File: config.mk
export PLATFORM = sky130hd
export DESIGN_NAME = dfu_top
export DESIGN_NICKNAME = d
export VERILOG_FILES = /design/src/rtl/dfu_pkg.sv /design/src/rtl/dfu_fetch.sv /design/src/rtl/dfu_regs.sv /design/src/rtl/dfu_top.sv
export SDC_FILE = /design/constraint.sdc
export NUM_CORES = 1
export LEC_CHECK = 0
export ABC_AREA = 1
export CORE_ASPECT_RATIO = 0.8
export CORE_MARGIN = 5
export CORE_UTILIZATION = 50
export DETAILED_ROUTE_END_ITERATION = 10
export GPL_TIMING_DRIVEN = 0
export PLACE_DENSITY = 0.82
export SETUP_SLACK_MARGIN = 0.05
export SLEW_MARGIN = 40
export SYNTH_ARGS = -nofsm -noshare
export SYNTH_HDL_FRONTEND = slang
export SYNTH_SLANG_ARGS = --single-unit
File: constraint.sdc
create_clock -name clk -period 3.3 [get_ports clk]
set_input_delay 0.66 -clock clk [delete_from_list [all_inputs] [get_ports clk]]
set_output_delay 0.66 -clock clk [all_outputs]
set_load 0.05 [all_outputs]
File: src/rtl/dfu_pkg.sv
package dfu_pkg;

    localparam int PTR_W       = 64;
    localparam int WORD_W      = 32;
    localparam int DESC_WORDS  = 8;
    localparam int IDX_W       = $clog2(DESC_WORDS);
    localparam int REG_ADDR_W  = 2;

    // register select codes
    localparam logic [REG_ADDR_W-1:0] RA_CTRL = 2'd0;
    localparam logic [REG_ADDR_W-1:0] RA_STAT = 2'd1;
    localparam logic [REG_ADDR_W-1:0] RA_CDLO = 2'd2;
    localparam logic [REG_ADDR_W-1:0] RA_CDHI = 2'd3;

    // bit positions
    localparam int B_RUN   = 0;
    localparam int B_HALT  = 0;
    localparam int B_IDLE  = 1;
    localparam int B_SLV   = 5;
    localparam int B_DEC   = 6;
    localparam int B_IRQLO = 12;
    localparam int N_IRQ   = 3;

    typedef enum logic [1:0] {
        RSP_OK   = 2'b00,
        RSP_RSVD = 2'b01,
        RSP_SLV  = 2'b10,
        RSP_DEC  = 2'b11
    } rsp_e;

    typedef enum logic [1:0] {
        FS_IDLE,
        FS_REQ,
        FS_WAIT
    } fstate_e;

    typedef struct packed {
        logic [PTR_W-1:0]  buf_addr;
        logic [PTR_W-1:0]  next_ptr;
        logic [WORD_W-1:0] ctrl_word;
        logic [WORD_W-1:0] stat_word;
    } desc_t;

    function automatic logic rsp_is_decode(input rsp_e c);
        return c == RSP_DEC;
    endfunction

endpackage

File: src/rtl/dfu_fetch.sv
module dfu_fetch
    import dfu_pkg::*;
(
    input  logic              clk,
    input  logic              rst,
    input  logic              start,
    input  logic [PTR_W-1:0]  base,
    output logic              rd_req,
    output logic [PTR_W-1:0]  rd_addr,
    input  logic              rsp_valid,
    input  rsp_e              rsp_code,
    input  logic [WORD_W-1:0] rsp_data,
    output logic              busy,
    output logic              ok_pulse,
    output logic              err_pulse,
    output logic              err_dec,
    output desc_t             desc
);

    fstate_e          state;
    logic [IDX_W-1:0] idx;
    logic [PTR_W-1:0] base_q;

    always_ff @(posedge clk) begin
        if (rst) begin
            state     <= FS_IDLE;
            idx       <= '0;
            base_q    <= '0;
            ok_pulse  <= 1'b0;
            err_pulse <= 1'b0;
            err_dec   <= 1'b0;
            desc      <= '0;
        end else begin
            ok_pulse  <= 1'b0;
            err_pulse <= 1'b0;
            case (state)
                FS_IDLE: if (start) begin
                    base_q <= base;
                    idx    <= '0;
                    state  <= FS_REQ;
                end
                FS_REQ: state <= FS_WAIT;
                FS_WAIT: if (rsp_valid) begin
                    if (rsp_code != RSP_OK) begin
                        err_pulse <= 1'b1;
                        err_dec   <= rsp_is_decode(rsp_code);
                        state     <= FS_IDLE;
                    end else begin
                        case (idx)
                            3'd0: desc.buf_addr[31:0]  <= rsp_data;
                            3'd1: desc.buf_addr[63:32] <= rsp_data;
                            3'd2: desc.next_ptr[31:0]  <= rsp_data;
                            3'd3: desc.next_ptr[63:32] <= rsp_data;
                            3'd6: desc.ctrl_word       <= rsp_data;
                            3'd7: desc.stat_word       <= rsp_data;
                            default: ;
                        endcase
                        if (idx == IDX_W'(DESC_WORDS - 1)) begin
                            ok_pulse <= 1'b1;
                            state    <= FS_IDLE;
                        end else begin
                            idx   <= idx + 1'b1;
                            state <= FS_REQ;
                        end
                    end
                end
                default: state <= FS_IDLE;
            endcase
        end
    end

    assign rd_req  = (state == FS_REQ);
    assign rd_addr = base_q + {{(PTR_W-IDX_W-2){1'b0}}, idx, 2'b00};
    assign busy    = (state != FS_IDLE);


    single_req_chk: assert property (@(posedge clk) disable iff (rst)
        rd_req |=> !rd_req);

    aligned_req_chk: assert property (@(posedge clk) disable iff (rst)
        rd_req |-> rd_addr[1:0] == 2'b00);
    // responses only arrive while one is owed
    rsp_owed_chk: assert property (@(posedge clk) disable iff (rst)
        rsp_valid |-> state == FS_WAIT);

    end_exclusive_chk: assert property (@(posedge clk) disable iff (rst)
        !(ok_pulse && err_pulse));

    no_req_after_err_chk: assert property (@(posedge clk) disable iff (rst)
        err_pulse |-> !rd_req);

endmodule

File: src/rtl/dfu_regs.sv
module dfu_regs
    import dfu_pkg::*;
(
    input  logic                  clk,
    input  logic                  rst,
    input  logic                  we,
    input  logic [REG_ADDR_W-1:0] addr,
    input  logic [WORD_W-1:0]     wdata,
    output logic [WORD_W-1:0]     rdata,
    input  logic                  busy,
    input  logic                  fetch_ok,
    input  logic                  fetch_err,
    input  logic                  fetch_dec,
    input  logic [PTR_W-1:0]      next_ptr,
    output logic                  start,
    output logic [PTR_W-1:0]      cur_desc,
    output logic                  irq
);

    logic             run;
    logic [N_IRQ-1:0] ien;
    logic [N_IRQ-1:0] ipend;
    logic             halted, idle, slv_err, dec_err;
    logic             wr_ctrl, wr_stat;
    logic [WORD_W-1:0] ctrl_word, stat_word;
    logic             unused_bits;

    assign wr_ctrl = we && addr == RA_CTRL;
    assign wr_stat = we && addr == RA_STAT;
    assign start   = wr_ctrl && wdata[B_RUN] && !busy && (halted || idle);
    assign unused_bits = ^{wdata[31:15], wdata[11:7], wdata[4:1]};

    always_ff @(posedge clk) begin
        if (rst) begin
            run      <= 1'b0;
            ien      <= '0;
            ipend    <= '0;
            halted   <= 1'b1;
            idle     <= 1'b0;
            slv_err  <= 1'b0;
            dec_err  <= 1'b0;
            cur_desc <= '0;
        end else begin
            if (wr_ctrl) begin
                ien <= wdata[B_IRQLO +: N_IRQ];
                if (!busy) begin
                    if (wdata[B_RUN] && (halted || idle)) begin
                        run    <= 1'b1;
                        halted <= 1'b0;
                        idle   <= 1'b0;
                    end else if (!wdata[B_RUN] && run) begin
                        run    <= 1'b0;
                        halted <= 1'b1;
                        idle   <= 1'b0;
                    end
                end
            end
            if (wr_stat) begin
                slv_err <= slv_err & ~wdata[B_SLV];
                dec_err <= dec_err & ~wdata[B_DEC];
                ipend   <= ipend & ~wdata[B_IRQLO +: N_IRQ];
            end
            if (we && halted && addr == RA_CDLO) cur_desc[31:0]  <= wdata;
            if (we && halted && addr == RA_CDHI) cur_desc[63:32] <= wdata;
            if (fetch_ok) begin
                idle     <= 1'b1;
                ipend[0] <= 1'b1;
                cur_desc <= next_ptr;
            end
            if (fetch_err) begin
                run      <= 1'b0;
                halted   <= 1'b1;
                idle     <= 1'b0;
                ipend[2] <= 1'b1;
                if (fetch_dec) dec_err <= 1'b1;
                else           slv_err <= 1'b1;
            end
        end
    end

    assign ctrl_word = {17'b0, ien, 11'b0, run};
    assign stat_word = {17'b0, ipend, 5'b0, dec_err, slv_err, 3'b0, idle, halted};

    always_comb begin
        case (addr)
            RA_CTRL: rdata = ctrl_word;
            RA_STAT: rdata = stat_word;
            RA_CDLO: rdata = cur_desc[31:0];
            default: rdata = cur_desc[63:32];
        endcase
    end

    assign irq = |(ipend & ien);


    halt_on_err_chk: assert property (@(posedge clk) disable iff (rst)
        fetch_err |=> !run && halted && ipend[2]);

    idle_on_ok_chk: assert property (@(posedge clk) disable iff (rst)
        fetch_ok |=> idle && ipend[0] && !halted);

    state_excl_chk: assert property (@(posedge clk) disable iff (rst)
        !(halted && idle));

    run_locked_chk: assert property (@(posedge clk) disable iff (rst)
        (wr_ctrl && busy && !fetch_err) |=> run == $past(run));

    ptr_locked_chk: assert property (@(posedge clk) disable iff (rst)
        (!halted && !fetch_ok) |=> cur_desc == $past(cur_desc));

endmodule

File: src/rtl/dfu_top.sv
module dfu_top
    import dfu_pkg::*;
(
    input  logic                  clk,
    input  logic                  rst,
    input  logic                  csr_we,
    input  logic [REG_ADDR_W-1:0] csr_addr,
    input  logic [WORD_W-1:0]     csr_wdata,
    output logic [WORD_W-1:0]     csr_rdata,
    output logic                  rd_req,
    output logic [PTR_W-1:0]      rd_addr,
    input  logic                  rsp_valid,
    input  logic [1:0]            rsp_code,
    input  logic [WORD_W-1:0]     rsp_data,
    output logic                  desc_valid,
    output logic [PTR_W-1:0]      desc_buf_addr,
    output logic [PTR_W-1:0]      desc_next,
    output logic [WORD_W-1:0]     desc_ctrl,
    output logic [WORD_W-1:0]     desc_stat,
    output logic                  irq
);

    logic             f_busy, f_ok, f_err, f_dec, start;
    logic [PTR_W-1:0] cur_desc;
    desc_t            desc;

    dfu_fetch u_fetch (
        .clk       (clk),
        .rst       (rst),
        .start     (start),
        .base      (cur_desc),
        .rd_req    (rd_req),
        .rd_addr   (rd_addr),
        .rsp_valid (rsp_valid),
        .rsp_code  (rsp_e'(rsp_code)),
        .rsp_data  (rsp_data),
        .busy      (f_busy),
        .ok_pulse  (f_ok),
        .err_pulse (f_err),
        .err_dec   (f_dec),
        .desc      (desc)
    );

    dfu_regs u_regs (
        .clk       (clk),
        .rst       (rst),
        .we        (csr_we),
        .addr      (csr_addr),
        .wdata     (csr_wdata),
        .rdata     (csr_rdata),
        .busy      (f_busy | f_ok | f_err),
        .fetch_ok  (f_ok),
        .fetch_err (f_err),
        .fetch_dec (f_dec),
        .next_ptr  (desc.next_ptr),
        .start     (start),
        .cur_desc  (cur_desc),
        .irq       (irq)
    );

    assign desc_valid    = f_ok;
    assign desc_buf_addr = desc.buf_addr;
    assign desc_next     = desc.next_ptr;
    assign desc_ctrl     = desc.ctrl_word;
    assign desc_stat     = desc.stat_word;


    no_valid_on_err_chk: assert property (@(posedge clk) disable iff (rst)
        f_err |-> !desc_valid);

endmodule

==> reports/metrics.cfg <==
[status]
status = complete, but fails checks
violations = negative setup slack

[finish]
finalNonFillerCells = 2979
fillers = 2408
layout_commonest_cell = nor2_1
areaGrowthSynthToFinish_pct = 38.22
final_cell_mix = nor2_1, nand2_1, dfxtp_1
multiInputGateArea_um2 = 7417
drive_gt1_share_pct = 12.20
nets = 2655
final_core_util_pct = 70.30
seq_area_um2 = 6804

[sta]
finalMaxSlewViolations = 0
worstMarginPinSlew_ps = 793.2
setup_viol = 10
max_freq_mhz = 296.5
fin_skew_ps = 9.840
slew-limit-headroom_pct = 47.12
period_needed_ps = 3372
min_period_over_period_pct = 102.2
fin_hold_ws_ps = 483.9
worst_slack_ps = -72.36
hold_viol = 0
rsz0062_at_grt = yes

[worst_setup_path]
critical_path.max_fanout = 5
crit_arrival_ps = 2710
max_stage_delay_ps = 360
worstSetupPathType = reg -> out
cp-end-kind = primary output
r2r_end = u_fetch.desc[30]$_SDFFE_PP0P_
r2r_slack_ps = 1000
cp-start-kind = flip-flop
rr_worst_depth = 9
required_ps = 2640
cp_slowest_cell = dfxtp_2
cp_num_buf_inv = 3
cp_common_cell = nand2_2
crit_chain = ha_4 -> inv_4 -> fa_2 -> inv_2 -> nand2_2 -> nand2_2 -> nand2_4 -> nor2_4 -> and2_4 -> xor2_1 -> buf_4
critPathTopFamily = simple AND/OR/NAND/NOR gates
regToRegStartpoint = u_fetch.idx[1]$_SDFFE_PP0P_

[die]
dieArea_um2 = 33520
start_util_pct = 50.86
die_x_um = 203.4
rows = 56
core_area_um2 = 29430
pin_count = 363
die_y_um = 164.8

[synth]
synthCells = 2150
syn_nets = 2232
synth.cell_area_um2 = 14970
synth_seq_cells = 339
netlist.top_cell.by_area = dfxtp_1
synthAdderAreaFrac_pct = 0.8861
synth_top_family_by_area = simple AND/OR/NAND/NOR gates
synth_top_area_share_pct = 45.34
muxShareOfSynthArea_pct = 0
synthSimpleGateAreaFrac_pct = 28.17
yosys-top-cells-area = dfxtp_1, nor2_1, nand2_1
ys_seq_area_share_pct = 45.34
yosys_warnings = 0
avgSynthCellArea_um2 = 6.962
synth_cell_type_count = 35
synth_compound_area_share_pct = 16.44
synth-xor-area-share_pct = 2.224

[min_path]
hold-path-cell-count = 2
hp-class = reg -> reg
min_to = u_fetch.base_q[63]$_SDFFE_PP0P_
hold_path_startpoint = u_fetch.base_q[63]$_SDFFE_PP0P_

[clock_tree]
cts_tree = yes
clockBufferDepth = 3
htreeDepth = 1
clock_sink_count = 339
path_clk_slew_ps = 70
holdBufCountCts = 0
root_buffer = clkbuf_16
insertion_delay_ps = 570
cts_buffers = 31

[place]
dp.cells = 2888
portBuffers = 361
dpl.hpwl_mm = 52.41
gp_congestion = 1.011

[route]
firstDrtPassIters = 6
routedWlPerCell_um = 22.20
viasPerCell = 5.725
vias = 17050
finalWirelength_mm = 66.13
remaining_drc_errors = 0
antenna_left = 0
drtIter0Drc = 2053

[pwr]
cellPowerDensity_nw_per_um2 = 443.7
p_leak_uw = 0.007795
ir_worst_vdd_uv = 435.6

[global_route]
met1_usage_pct = 52.87
grtUsageMet2_pct = 55.40
overflow = 0
grt_pass1_vias = 15820
grtUsageTotal_pct = 37.73
grt_antenna_before_repair = 5
grt_busiest_layer = met2
grt_pass1_wl_mm = 96.28
grt_max_degree = 17
grt.met3_usage_pct = 12.37

[flow_run]
max_cap_viol_count = 0

==> per-layer routing <==
| metal | part of all wire, % | vias up |
|---|---|---|
| li1 | - | 7782 |
| met1 | 41 | 7999 |
| met2 | 41 | 1115 |
| met3 | 14 | 158 |
| met4 | 3.8 | 0 |
| met5 | 0 | - |
==> cells by family after synthesis <==
family          after synthesis
compound gates              445
fa+ha+maj                    10
xor+xnor                     38
flops                       339
buf+inv                     251
simple gates               1067
==> worst max path at each step <==
stage	startpoint	end	slack, ps	cells after the start
floorplan	u_fetch.idx[0]$_SDFFE_PP0P_	rd_addr[30]	150	10
global placement	u_fetch.idx[0]$_SDFFE_PP0P_	rd_addr[46]	-950	11
detailed placement	u_fetch.idx[0]$_SDFFE_PP0P_	rd_addr[46]	-990	11
CTS	u_fetch.idx[0]$_SDFFE_PP0P_	rd_addr[28]	-140	13
global route	u_fetch.base_q[2]$_SDFFE_PP0P_	rd_addr[34]	-140	11
finish	u_fetch.base_q[2]$_SDFFE_PP0P_	rd_addr[30]	-70	11
==> cell usage after synthesis (all sizes together) <==
library cell and instances:
dfxtp 339, nand4 20, nor2 570, clkbuf 70, o21ai 269, fa 1
nor3 4, a21oi 83, nand3b 3, xor2 37, ha 9, and2 10
a31oi 60, nand2 415, inv 133, a221oi 1, or2 1, o2111ai 2
buf 48, a22o 25, nand3 44, a22oi 4, o211ai 1, xnor2 1
==> power breakdown <==
group	internal, uW	total, uW	switching, uW
Clock	2500	4170	1670
Sequential	4150	4220	76.5
Combinational	246	786	541
Total	6890	9180	2290
==> worst register-to-register path, stage by stage, from the launching register on <==
cell and delay (ps):
dfxtp_4 400, buf_4 140, ha_1 200, ha_1 160, inv_1 60, nor3_2 500, inv_1 270, buf_2 280
nor2_1 120, nor2_1 60
==> layout make-up <==
cell class	instances	area share (%)
Timing Repair Buffer	390	18.09
Buffer	118	2.667
Tap cell	377	2.280
Clock buffer	39	4.185
Clock inverter	19	1.548
Antenna cell	4	0.04838
Sequential cell	339	32.89
Inverter	133	2.443
Multi-Input combinational cell	1560	35.85
==> metrics by stage <==
step,area [um^2],setup WS (ps),total power (uW),TNS [ps]
2_1_floorplan,14970,145.1,4711,0
3_3_place_gp,19050,-947.4,5069,-32690
3_5_place_dp,19060,-994.3,5080,-35470
4_1_cts,20490,-137.3,9134,-785.1
5_1_grt,20690,-143.1,9402,-1729
6_report,20690,-72.36,9180,-482.9
==> state kept, by name, indices dropped and copies added (netlist names) <==
name               count
u_fetch.base_q        64
u_fetch.desc         192
u_fetch.err_dec        1
u_fetch.err_pulse      1
u_fetch.idx            3
u_fetch.ok_pulse       1
u_fetch.state          2
u_regs.cur_desc       64
u_regs.dec_err         1
u_regs.halted          1
u_regs.idle            1
u_regs.ien             3
u_regs.ipend           3
u_regs.run             1
u_regs.slv_err         1
==> timing repair <==
| action | CTS | global route |
|---|---|---|
| pin swaps | 15 | 19 |
| resized for setup | 415 | 107 |
| setup buffers | 16 | 13 |
| setup endpoints to repair | 93 | 72 |
Power figures use the tool's default switching activity.
